[config.mk]
export PLATFORM = sky130hd
export DESIGN_NAME = memstage_ctrl
export DESIGN_NICKNAME = d
export VERILOG_FILES = /design/src/rtl/memstage_pkg.sv /design/src/rtl/ms_slot.sv /design/src/rtl/ms_resolve.sv /design/src/rtl/ms_wbreg.sv /design/src/rtl/memstage_ctrl.sv
export SDC_FILE = /design/constraint.sdc
export NUM_CORES = 1
export LEC_CHECK = 0
export BUFFER_PORTS_ARGS = -buffer_cell sky130_fd_sc_hd__buf_2
export CORE_ASPECT_RATIO = 0.75
export CORE_MARGIN = 1
export CORE_UTILIZATION = 41
export DETAILED_ROUTE_END_ITERATION = 10
export GPL_TIMING_DRIVEN = 0
export PLACE_DENSITY = 0.86
export SKIP_LAST_GASP = 1
export SLEW_MARGIN = 25
export SYNTH_ARGS = -nofsm -noshare
export SYNTH_HDL_FRONTEND = slang
export SYNTH_SLANG_ARGS = --single-unit
[constraint.sdc]
create_clock -name clk -period 6.3 [get_ports clk]
set_input_delay 0.63 -clock clk [delete_from_list [all_inputs] [get_ports clk]]
set_output_delay 0.63 -clock clk [all_outputs]
set_load 0.1 [all_outputs]
[src/rtl/memstage_pkg.sv]
package memstage_pkg;

  typedef enum logic {
    OP_LOAD  = 1'b0,
    OP_STORE = 1'b1
  } mem_op_e;

endpackage

[src/rtl/ms_slot.sv]
module ms_slot
  import memstage_pkg::*;
#(
  parameter int AW     = 32,
  parameter int DW     = 32,
  parameter int RIDX_W = 5
) (
  input  logic              clk,
  input  logic              rst_n,
  input  logic              take_en,
  input  logic              in_valid,
  input  logic              in_store,
  input  logic [AW-1:0]     in_addr,
  input  logic [DW-1:0]     in_wdata,
  input  logic [RIDX_W-1:0] in_dst,
  output logic              occ,
  output mem_op_e           op,
  output logic [AW-1:0]     addr,
  output logic [DW-1:0]     wdata,
  output logic [RIDX_W-1:0] dst
);

  logic occ_n;
  logic fld_en;

  always_comb begin
    occ_n  = occ;
    fld_en = 1'b0;
    if (take_en) begin
      occ_n  = in_valid;
      fld_en = in_valid;
    end
  end

  always_ff @(posedge clk or negedge rst_n) begin
    if (!rst_n) begin
      occ <= 1'b0;
    end else begin
      occ <= occ_n;
    end
  end

  always_ff @(posedge clk) begin
    if (fld_en) begin
      op    <= in_store ? OP_STORE : OP_LOAD;
      addr  <= in_addr;
      wdata <= in_wdata;
      dst   <= in_dst;
    end
  end

endmodule

[src/rtl/ms_resolve.sv]
module ms_resolve
  import memstage_pkg::*;
(
  input  logic    occ,
  input  mem_op_e op,
  input  logic    wr_gnt,
  input  logic    rd_valid,
  output logic    wr_req,
  output logic    load_done,
  output logic    stall
);

  logic store_done;

  always_comb begin
    wr_req     = occ && (op == OP_STORE);
    store_done = wr_req && wr_gnt;
    load_done  = occ && (op == OP_LOAD) && rd_valid;
    stall      = occ && !(store_done || load_done);
  end

endmodule

[src/rtl/ms_wbreg.sv]
module ms_wbreg #(
  parameter int DW     = 32,
  parameter int RIDX_W = 5
) (
  input  logic              clk,
  input  logic              rst_n,
  input  logic              load_done,
  input  logic [RIDX_W-1:0] done_dst,
  input  logic [DW-1:0]     done_data,
  output logic              wb_valid,
  output logic [RIDX_W-1:0] wb_dst,
  output logic [DW-1:0]     wb_data
);

  logic valid_n;

  always_comb begin
    valid_n = load_done;
  end

  always_ff @(posedge clk or negedge rst_n) begin
    if (!rst_n) begin
      wb_valid <= 1'b0;
    end else begin
      wb_valid <= valid_n;
    end
  end

  always_ff @(posedge clk) begin
    if (load_done) begin
      wb_dst  <= done_dst;
      wb_data <= done_data;
    end
  end

endmodule

[src/rtl/memstage_ctrl.sv]
module memstage_ctrl
  import memstage_pkg::*;
#(
  parameter int AW    = 32,
  parameter int DW    = 32,
  parameter int NREGS = 32,
  localparam int RIDX_W = $clog2(NREGS)
) (
  input  logic              clk,
  input  logic              rst_n,
  input  logic              in_valid,
  input  logic              in_store,
  input  logic [AW-1:0]     in_addr,
  input  logic [DW-1:0]     in_wdata,
  input  logic [RIDX_W-1:0] in_dst,
  output logic              hold_stall,
  output logic              wr_req,
  output logic [AW-1:0]     wr_addr,
  output logic [DW-1:0]     wr_data,
  input  logic              wr_gnt,
  input  logic              rd_valid,
  input  logic [DW-1:0]     rd_data,
  output logic              ren_we,
  output logic [RIDX_W-1:0] ren_idx,
  output logic [DW-1:0]     ren_data,
  output logic              wb_valid,
  output logic [RIDX_W-1:0] wb_dst,
  output logic [DW-1:0]     wb_data
);

  logic              slot_occ;
  mem_op_e           slot_op;
  logic [RIDX_W-1:0] slot_dst;
  logic              load_done;

  ms_slot #(.AW(AW), .DW(DW), .RIDX_W(RIDX_W)) u_slot (
    .clk      (clk),
    .rst_n    (rst_n),
    .take_en  (!hold_stall),
    .in_valid (in_valid),
    .in_store (in_store),
    .in_addr  (in_addr),
    .in_wdata (in_wdata),
    .in_dst   (in_dst),
    .occ      (slot_occ),
    .op       (slot_op),
    .addr     (wr_addr),
    .wdata    (wr_data),
    .dst      (slot_dst)
  );

  ms_resolve u_resolve (
    .occ       (slot_occ),
    .op        (slot_op),
    .wr_gnt    (wr_gnt),
    .rd_valid  (rd_valid),
    .wr_req    (wr_req),
    .load_done (load_done),
    .stall     (hold_stall)
  );

  always_comb begin
    ren_we   = load_done;
    ren_idx  = slot_dst;
    ren_data = rd_data;
  end

  ms_wbreg #(.DW(DW), .RIDX_W(RIDX_W)) u_wb (
    .clk       (clk),
    .rst_n     (rst_n),
    .load_done (load_done),
    .done_dst  (slot_dst),
    .done_data (rd_data),
    .wb_valid  (wb_valid),
    .wb_dst    (wb_dst),
    .wb_data   (wb_data)
  );

endmodule

== Yosys cells after proc, flatten, opt, wreduce, memory -nomap -nowiden ==
Cells that the tools add are included.

* Logic and storage cells: 18
* Register bits: 109
* Input bits: 107

* Mux-type cells: 2
* Bitwise logic cells: 1
* Reductions and logical operators: 7

{| class="wikitable"
|+ Operators by type and width
! cell !! count
|-
| 1-bit logical AND || 5
|-
| 1-bit two-way mux || 2
|-
| 1-bit logical NOT || 1
|-
| 1-bit logical OR || 1
|-
| 1-bit inverter || 1
|}

== Logic depth before layout (Yosys ltp) ==
Gate-level depths: netlist of the first run.

* Depth in word-level cells: 7
* Depth in mapped cells: 2

== Hierarchy ==
Synthesis of the first run repeated with hierarchy kept, for this count alone.

* Cells, all modules: 149
* Area, all modules: 3560.9 um^2

{| class="wikitable"
|+ Modules (own cells, without submodules)
! module !! instances !! area each (um^2) !! cells each
|-
| ms_slot || 1 || 2149.6 || 73
|-
| ms_wbreg || 1 || 1136.1 || 38
|-
| memstage_ctrl || 1 || 244.0 || 33
|-
| ms_resolve || 1 || 31.3 || 5
|}

== Worst setup path before layout of the first run ==
No wires, ideal clock.

* Path type: input-to-reg
* From: in wr_gnt
* To: reg u_slot.addr[0] (enable)
* Path slack: 1724 ps
* Stages on the path: 2
* Data arrival time: 4060 ps
* Buffers on the path: 0
* Cells stage by stage: mux2i_1 -> a21boi_1

* Longest elaborated chain between the ends: 5

{| class="wikitable"
|+ Ends and longest elaborated chain
! what !! RTL line !! text
|-
| start: declaration || memstage_ctrl.sv:20 || <nowiki>input logic wr_gnt,</nowiki>
|-
| 1-bit logical AND || ms_resolve.sv:17 || <nowiki>store_done = wr_req && wr_gnt;</nowiki>
|-
| 1-bit logical OR || ms_resolve.sv:19 || <nowiki>stall = occ && !(store_done || load_done);</nowiki>
|-
| 1-bit logical NOT || ms_resolve.sv:19 ||
|-
| 1-bit logical AND || ms_resolve.sv:19 ||
|-
| 1-bit two-way mux || ms_slot.sv:29 || <nowiki>if (take_en) begin</nowiki>
|-
| named net u_slot.fld_en || ms_slot.sv:24 || <nowiki>logic fld_en;</nowiki>
|-
| end signal: assignment || ms_slot.sv:46 || <nowiki>addr <= in_addr;</nowiki>
|-
| end: declaration || ms_slot.sv:18 || <nowiki>output logic [AW-1:0] addr,</nowiki>
|}

The timed path passes the listed nets, and every way through them passes these cells.
A chain may end at the register's enable or synchronous reset.

== Worst setup path in the final report of the first run ==
* From: reg u_slot.op
* To: out ren_we

* Longest elaborated chain between the ends: 3

{| class="wikitable"
|+ Ends and longest elaborated chain
! what !! RTL line !! text
|-
| start: declaration || ms_slot.sv:17 || <nowiki>output mem_op_e op,</nowiki>
|-
| start signal: assignment || ms_slot.sv:45 || <nowiki>op <= in_store ? OP_STORE : OP_LOAD;</nowiki>
|-
| 1-bit inverter || ms_resolve.sv:18 || <nowiki>load_done = occ && (op == OP_LOAD) && rd_valid;</nowiki>
|-
| 1-bit logical AND (2 in series) || ms_resolve.sv:18 ||
|-
| end: declaration || memstage_ctrl.sv:23 || <nowiki>output logic ren_we,</nowiki>
|}

No other way between the ends.

==> results of run 1 <==
cells by family after synthesis:
kind of cell | share of synthesized area (%)
flip-flops | 91.9
AO/OA/AOI/OAI | 0.423
buffers and inverters | 6.76
multiplexers | 0.282
AND/OR/NAND/NOR | 0.669
final timing paths:
path / to / slack [ns] / start
max in group asynchronous: u_slot.occ / 6.12 / rst_n
min in group clk: u_wb.wb_dst[3] / 0.45 / u_slot.dst[3]
hold reg to reg: u_wb.wb_dst[3] / 0.45 / u_slot.dst[3]
hold / removal: u_wb.wb_valid / 0.08 / rst_n
setup / recovery: ren_we / 3.52 / u_slot.op
setup reg to reg: u_slot.wdata[6] / 4.33 / u_slot.op
worst reg2reg max path: cells and delay by family, from the launching register on:
kind	cells	cell delay (ns)
compound gates	1	0.44
buf+inv	3	0.60
flops	1	0.42
mux	1	0.21
cell type report:
| class | count | area, sq um |
|---|---|---|
| Sequential cell | 109 | 3260 |
| Fill cell | 641 | 3130 |
| Timing Repair Buffer | 251 | 1320 |
| Buffer | 32 | 240 |
| Clock buffer | 10 | 229 |
| Tap cell | 108 | 135 |
| Multi-Input combinational cell | 6 | 60.1 |
| Clock inverter | 6 | 38.8 |
flip-flops by register name (all words and copies together), names as in the netlist:
| name | flops |
|---|---|
| u_slot.addr | 32 |
| u_slot.dst | 5 |
| u_slot.occ | 1 |
| u_slot.op | 1 |
| u_slot.wdata | 32 |
| u_wb.wb_data | 32 |
| u_wb.wb_dst | 5 |
| u_wb.wb_valid | 1 |
metrics by stage:
stage               utilization (%)  hold slack [ns]  instances  setup WS [ns]  power (W)
finish                         62.8           0.0775        522           3.52    0.00183
floorplan                         -            0.334        147           1.72    0.00126
CTS                            62.8           0.0650        522           3.47    0.00185
global route                   62.8           0.0565        522           3.39    0.00189
detailed placement             59.7            0.427        506           3.60    0.00135
global placement               58.5            0.423        503          0.422    0.00134
power breakdown:
part           total [W]  internal, W  switching [W]
combinational   0.000479    0.0000760       0.000403
clock           0.000501     0.000267       0.000234
sequential      0.000854     0.000844      0.0000102
total            0.00183      0.00119       0.000647
cell usage in the layout, fill, tap and decap left out, types with 2 or more instances in the layout:
cell type	synthesis	layout
buf_4	32	32
buf_16	0	3
dfrtp_1	2	2
clkinv_2	0	2
clkbuf_16	0	9
buf_2	0	248
edfxtp_1	107	107
per-layer routing:
| layer | vias up | part of all wire, % | global-route usage [%] |
|---|---|---|---|
| met5 | - | 0 | 0 |
| li1 | 1055 | - | - |
| met2 | 118 | 54 | 28.0 |
| met3 | 11 | 9.1 | 7.14 |
| met4 | 0 | 1.7 | 8.13 |
| met1 | 1056 | 35 | 16.7 |
==> reports/metrics.cfg, run 1 <==
[outcome]
status=completed

[cells_and_area]
drive_gt1_share_pct=72.5
nets=516
fin_area_sq_um=5290
antennaDiodeCount=0
area_growth_pct=48.9

[logic_synthesis]
synth_ff_type=edfxtp_1
syn_nets=254
ys_warn_count=0
synthArstFlopShare_pct=1.83
synth_top_cells_by_area=edfxtp_1 (90%), buf_4 (6.8%), dfrtp_1 (1.4%), and3b_2 (0.28%), mux2i_1 (0.28%)
synth_area_leader_cell=edfxtp_1
synth_cell_types=9
syn_avg_cell_area_sq_um=24.2
ys_ff_latch=109
netlist_top_cells_count=edfxtp_1 (107), buf_4 (32), dfrtp_1 (2)
synth_most_common_cell=edfxtp_1
yosysTopAreaCellShare_pct=90.5
synth_edf_count=107
synth_cells=147
yosysSeqAreaShare_pct=91.9
netlist_area_sq_um=3550

[floorplanning]
coreArea_sq_um=8420
rows=29
start_util_pct=42.2
ios=249
fp.dieW_um=109
die_h_um=82.6
dieArea_sq_um=9040

[drt]
wl_per_cell_um=14.5
detail-route-antenna-nets=0
drt-vias-per-instance=4.29
first_iter_violations=89
drt-pass1-iter-count=6
wirelength_um=7580
num_vias=2240
drc=0

[clock_tree]
clockBufferDepth=2
clk_pin_slew_ns=0.07
hold_buffers=0
cts_resized=0
h-tree-depth=3
root_buffer=clkbuf_16
cts_buffers=9
cts_tree=built
clock_latency_ns=0.33
clkSinkCount=109
cts_post_setup_buffers_inserted=0

[grt]
grt_antenna_before_repair=0
grt_pass1_wl_um=10200
grt_use_total_pct=16.1
grt_pass1_vias=2063
grt_max_degree=40
gr-total-overflow=0

[power_and_ir_drop]
vdd_ir_drop_max_mv=0.226
p_leak_nw=2.36
p_per_area_nw_per_um2=347

[run]
max_cap_violations=0

[placement]
gp_congestion=0.741
place_area_sq_um=5020
portBuffers=248
hpwl_um=5920

[worst_setup_path]
r2r_cells=5
start_kind=flop
critical_path_class=reg2out
critical_path.top_delay_family=simple AND/OR/NAND/NOR gates
cp_max_fo=39
cp_num_buf_inv=1
cpMaxStageDelayCell=and3b_2
crit_cells=2
cp.arrival_ns=2.15
slowest_delay_ns=0.82
end_kind=output port
required_ns=5.67
path_cells=and3b_2, buf_2

[timing]
max_freq_mhz=360
fin_crit_ns=2.78
rsz0062_at_grt=no
finClkSkew_ns=0.00562
period_share_pct=44.1
final-setup-viol-count=0
tightest_slew_ns=0.836
max-slew-margin-rel_pct=44.2
hold_viol=0
final_max_slew_viol_count=0
timing.setup.tns_ns=0

[hold_path]
hold_path.class=in2async

Power figures use the tool's default switching activity.
==> run 2: changes to the inputs <==
Settings changed: CORE_UTILIZATION 41 to 37, PLACE_DENSITY 0.86 to 0.82.
Clock period 6.3 ns to 2.45 ns, I/O delays scaled along.
==> reports/metrics.cfg, run 2 (synthesis results as in run 1) <==
[worst_setup_path]
cpMaxStageDelayCell=and3b_4
path_cells=and3b_4, buf_2
worstSetupStartpoint=u_slot.op
cp_max_fo=39  ; unchanged
slowest_delay_ns=0.71  ; -0.11 ns
required_ns=2.20  ; -3.47 ns
critical_path_class=reg2out
cp.arrival_ns=2.02  ; -0.13 ns
start_kind=flop
regToRegStartpoint=u_slot.op
end_kind=output port

[clock_tree]
cts_post_setup_buffers_inserted=0  ; unchanged
clkSinkCount=109  ; unchanged
cts_tree=built
clock_latency_ns=0.33  ; about the same
cts_buffers=9  ; unchanged
h-tree-depth=3  ; unchanged
root_buffer=clkbuf_16
clk_pin_slew_ns=0.07  ; about the same
clockBufferDepth=2  ; unchanged

[grt]
grt_antenna_before_repair=0  ; unchanged
grt_use_total_pct=15.3  ; -0.79 points
grt_max_degree=40  ; unchanged
gr-total-overflow=0  ; unchanged
grt_pass1_wl_um=11100  ; +9.5%
grt_pass1_vias=2178  ; +5.6%

[floorplanning]
dieArea_sq_um=10000  ; +11%
rows=30  ; +3.4%
die_h_um=86.9  ; +5.1%
fp.dieW_um=115  ; +5.2%
start_util_pct=38.6  ; -3.6 points
coreArea_sq_um=9200  ; +9.2%
ios=249  ; unchanged

[cells_and_area]
drive_gt1_share_pct=72.8  ; +0.31 points
area_growth_pct=50.9
nets=517  ; +0.19%
final_common_cell=buf_2
fill_cells=712  ; +11%
reg.largest.list=u_slot.addr x32, u_slot.wdata x32, u_wb.wb_data x32
final_cell_mix=buf_2 (248), edfxtp_1 (107), buf_4 (32), clkbuf_16 (9), buf_16 (3)
antennaDiodeCount=0  ; unchanged
multi_input_area_sq_um=62.6  ; +4.2%
ff_latch_area_sq_um=3260  ; unchanged

[drt]
drt-pass1-iter-count=4  ; -2
drt-vias-per-instance=4.10  ; -4.5%
num_vias=2225  ; -0.67%
wirelength_um=7740  ; +2.2%
drc=0  ; unchanged
first_iter_violations=86  ; -3.4%
detail-route-antenna-nets=0  ; unchanged
wl_per_cell_um=14.3  ; -1.7%

[power_and_ir_drop]
vdd_ir_drop_max_mv=0.793  ; +250%
p_per_area_nw_per_um2=906  ; +160%
p_leak_nw=2.38  ; +0.73%
power_w=0.00485  ; +160%

[timing]
rsz0062_at_grt=no
hold_viol=0  ; unchanged
period_share_pct=92.5
fin_hold_ws_ns=0.0813  ; +0.00384 ns
final_max_slew_viol_count=0  ; unchanged
tightest_slew_ns=0.597  ; -0.240 ns
final-setup-viol-count=0  ; unchanged
max_freq_mhz=441
fin_crit_ns=2.27
finClkSkew_ns=0.00683  ; +0.00121 ns
max-slew-margin-rel_pct=60.2  ; +16 points

[hold_path]
hold_path.class=in2reg
hp-start=in_dst[1]

[placement]
gp_congestion=0.704  ; -4.9%
portBuffers=248  ; unchanged
hpwl_um=6030  ; +1.9%

[run]
max_cap_violations=0  ; unchanged

[outcome]
status=completed

[run 2: final timing paths]
path	end	slack, ns	depth (start not counted)
worst max-delay path	ren_we	0.18	2
min in group asynchronous	u_slot.occ	0.23	2
max in group asynchronous	u_wb.wb_valid	2.12	2
worst min-delay path	u_slot.dst[1]	0.08	1
worst max register to register	u_slot.addr[23]	0.66	4
worst min register to register	u_wb.wb_dst[2]	0.46	0
[run 2: area by class of cell]
cell class              instances  share of cell area, %
plain buffers                  32                   4.48
clock buffers                   9                   4.20
clock inverters                 7                   1.38
multi-input cells               6                   1.17
flip-flops and latches        109                   60.9
well taps                     128                   2.99
repair buffers                252                   24.9
[run 2: critical path: cells and delay by family, from the launching register on]
kind / cells / cell delay (ns)
buf+inv: 1 / 0.54
flops: 1 / 0.42
simple gates: 1 / 0.71
[run 2: through the flow]
stage | utilization (%) | TNS [ns] | cell area, sq um | setup slack [ns] | cells
4_1_cts | 58.3 | 0 | 5360 | 0.154 | 543
3_5_place_dp | 54.9 | 0 | 5050 | 0.353 | 526
6_report | 58.3 | 0 | 5360 | 0.184 | 543
3_3_place_gp | 54.0 | -13.43 | 4960 | -0.197 | 523
5_1_grt | 58.3 | 0 | 5360 | 0.0827 | 543
2_1_floorplan | - | 0 | 3560 | 0.233 | 147
[run 2: report_power, final]
| part | internal (W) | switching (W) |
|---|---|---|
| Sequential | 0.00217 | 0.0000252 |
| Clock | 0.000796 | 0.000628 |
| Combinational | 0.000197 | 0.00104 |
| Total | 0.00316 | 0.00169 |
[run 2: what timing repair did]
| item | in CTS | in global routing |
|---|---|---|
| setup endpoints to repair | 1 | 0 |
| hold buffers | 1 | 0 |
| gates resized for setup | 1 | 0 |
| endpoints found under the hold margin | 2 | 0 |
[run 2: layer usage]
layer  vias to the layer above  global-route usage (%)  routed length (um)
met1                      1037                    16.8                2920
met3                         8                    5.71                 669
met5                         -                       0                   0
met4                         0                    5.67                  93
met2                       122                    27.2                4060
li1                       1058                       -                   -
==> run 3: changes to the inputs <==
Settings changed: CORE_UTILIZATION 37 to 25, PLACE_DENSITY 0.82 to 0.61.
==> reports/metrics.cfg, run 3 (synthesis results as in run 1) <==
[power_and_ir_drop]
p_leak_nw=2.37  ; -0.34%
vdd_ir_drop_max_mv=0.311  ; -61%
p_per_area_nw_per_um2=885  ; -2.3%

[worst_setup_path]
end_kind=output port
critical_path_class=reg2out
cp_max_fo=39  ; unchanged
required_ns=2.20  ; about the same
cp.arrival_ns=2.05  ; +0.03 ns
start_kind=flop

[timing]
timing.setup.tns_ns=0  ; unchanged
final_max_slew_viol_count=0  ; unchanged
final-setup-viol-count=0  ; unchanged
hold_viol=0  ; unchanged
fin_hold_ws_ns=0.0729  ; -0.00839 ns
fin_ws_ns=0.157  ; -0.0267 ns
finClkSkew_ns=0.00445  ; -0.00239 ns
max_freq_mhz=436  ; -1.2%
rsz0062_at_grt=no
tightest_slew_ns=0.610  ; +0.0133 ns
fin_crit_ns=2.29  ; +0.0267 ns
max-slew-margin-rel_pct=59.3  ; -0.88 points
period_share_pct=93.6  ; +1.1 points

[placement]
gp_congestion=0.678  ; -3.7%
place_inst=573  ; +8.9%
dp_slack_ns=0.310  ; -0.0430 ns
portBuffers=248  ; unchanged
hpwl_um=6340  ; +5.2%
place_area_sq_um=5110  ; +1.2%

[clock_tree]
clk_pin_slew_ns=0.07  ; about the same
clkSinkCount=109  ; unchanged
cts_tree=built
cts_buffers=9  ; unchanged
clock_latency_ns=0.34  ; about the same
h-tree-depth=3  ; unchanged
root_buffer=clkbuf_16
clockBufferDepth=2  ; unchanged

[drt]
drt-pass1-iter-count=4  ; unchanged
first_iter_violations=85  ; -1.2%
drc=0  ; unchanged
drt-vias-per-instance=3.83  ; -6.5%
detail-route-antenna-nets=0  ; unchanged
wirelength_um=8160  ; +5.4%
wl_per_cell_um=13.8  ; -3.0%
num_vias=2260  ; +1.6%

[floorplanning]
fp.dieW_um=140  ; +21%
die_h_um=105  ; +21%
start_util_pct=25.7  ; -13 points
rows=37  ; +23%
dieArea_sq_um=14700  ; +47%
coreArea_sq_um=13800  ; +50%
ios=249  ; unchanged

[outcome]
status=completed

[grt]
gr-total-overflow=0  ; unchanged
grt_pass1_wl_um=11800  ; +6.3%
grt_use_total_pct=10.7  ; -4.6 points
grt_antenna_before_repair=0  ; unchanged
grt_pass1_vias=2359  ; +8.3%
grt_max_degree=40  ; unchanged

[cells_and_area]
reg.largest.list=u_slot.addr x32, u_slot.wdata x32, u_wb.wb_data x32
fill_cells=1321  ; +86%
antennaDiodeCount=0  ; unchanged
final_common_cell=buf_2
final_cell_mix=buf_2 (248), edfxtp_1 (107), buf_4 (32), clkbuf_16 (9), buf_16 (3)
fin_area_sq_um=5390  ; +0.63%
fin_cells=590  ; +8.7%
area_growth_pct=51.8
ff_latch_area_sq_um=3260  ; unchanged
multi_input_area_sq_um=62.6  ; unchanged
drive_gt1_share_pct=72.5  ; -0.24 points
nets=517  ; unchanged

[hold_path]
hold_path.class=in2reg

[run]
max_cap_violations=0  ; unchanged

[run 3: changes by cell type in the layout (fill, tap and decap cells not counted), sizes merged]
cell      before  now
bufinv         1    0
clkinv         4    5
clkinvlp       1    0
inv            1    2
[run 3: area by class of cell]
type,count,area share (%)
sequential,109,60.5
tap,175,4.06
clock inverter,7,0.905
multi-input combinational,6,1.16
buffer,32,4.45
clock buffer,9,4.18
timing repair buffer,252,24.7
[run 3: power by group]
group / switching [W] / internal (W) / total [W]
sequential: 0.0000257 / 0.00217 / 0.00220
clock: 0.000646 / 0.000694 / 0.00134
combinational: 0.00104 / 0.000197 / 0.00124
[run 3: final timing paths]
kind                            slack (ns)         endpoint  cells after the start          start
worst max-delay path                  0.16           ren_we                      2      u_slot.op
worst min-delay path                  0.07  u_slot.addr[31]                      1    in_addr[31]
worst max register to register        0.64  u_slot.addr[25]                      4      u_slot.op
worst min register to register        0.46   u_wb.wb_dst[3]                      0  u_slot.dst[3]
max in group asynchronous             2.12    u_wb.wb_valid                      2          rst_n
min in group asynchronous             0.23       u_slot.occ                      2          rst_n
[run 3: repair_timing]
item | CTS | global route
setup endpoints to repair | 1 | 0
hold endpoints to repair | 2 | 0
resized for setup | 1 | 0
setup buffers | 0 | 0
hold buffers | 1 | 0
[run 3: through the flow]
step | total power (W) | util, %
5_1_grt | 0.00493 | 39.1
2_1_floorplan | 0.00324 | -
6_report | 0.00477 | 39.1
4_1_cts | 0.00484 | 39.1
3_3_place_gp | 0.00345 | 36.4
3_5_place_dp | 0.00348 | 37.0
[run 3: metal layers]
| layer | vias to the layer above | global-route usage (%) | part of all wire, % |
|---|---|---|---|
| li1 | 1051 | - | - |
| met1 | 1071 | 12.3 | 40 |
| met2 | 128 | 18.3 | 52 |
| met3 | 10 | 3.82 | 8.2 |
| met4 | 0 | 3.77 | 0.74 |
| met5 | - | 0 | 0 |
[run 3: worst max-delay path: stages, from the launching register on]
cell and delay, ns:
edfxtp_1 0.44, and3b_4 0.72, buf_2 0.54
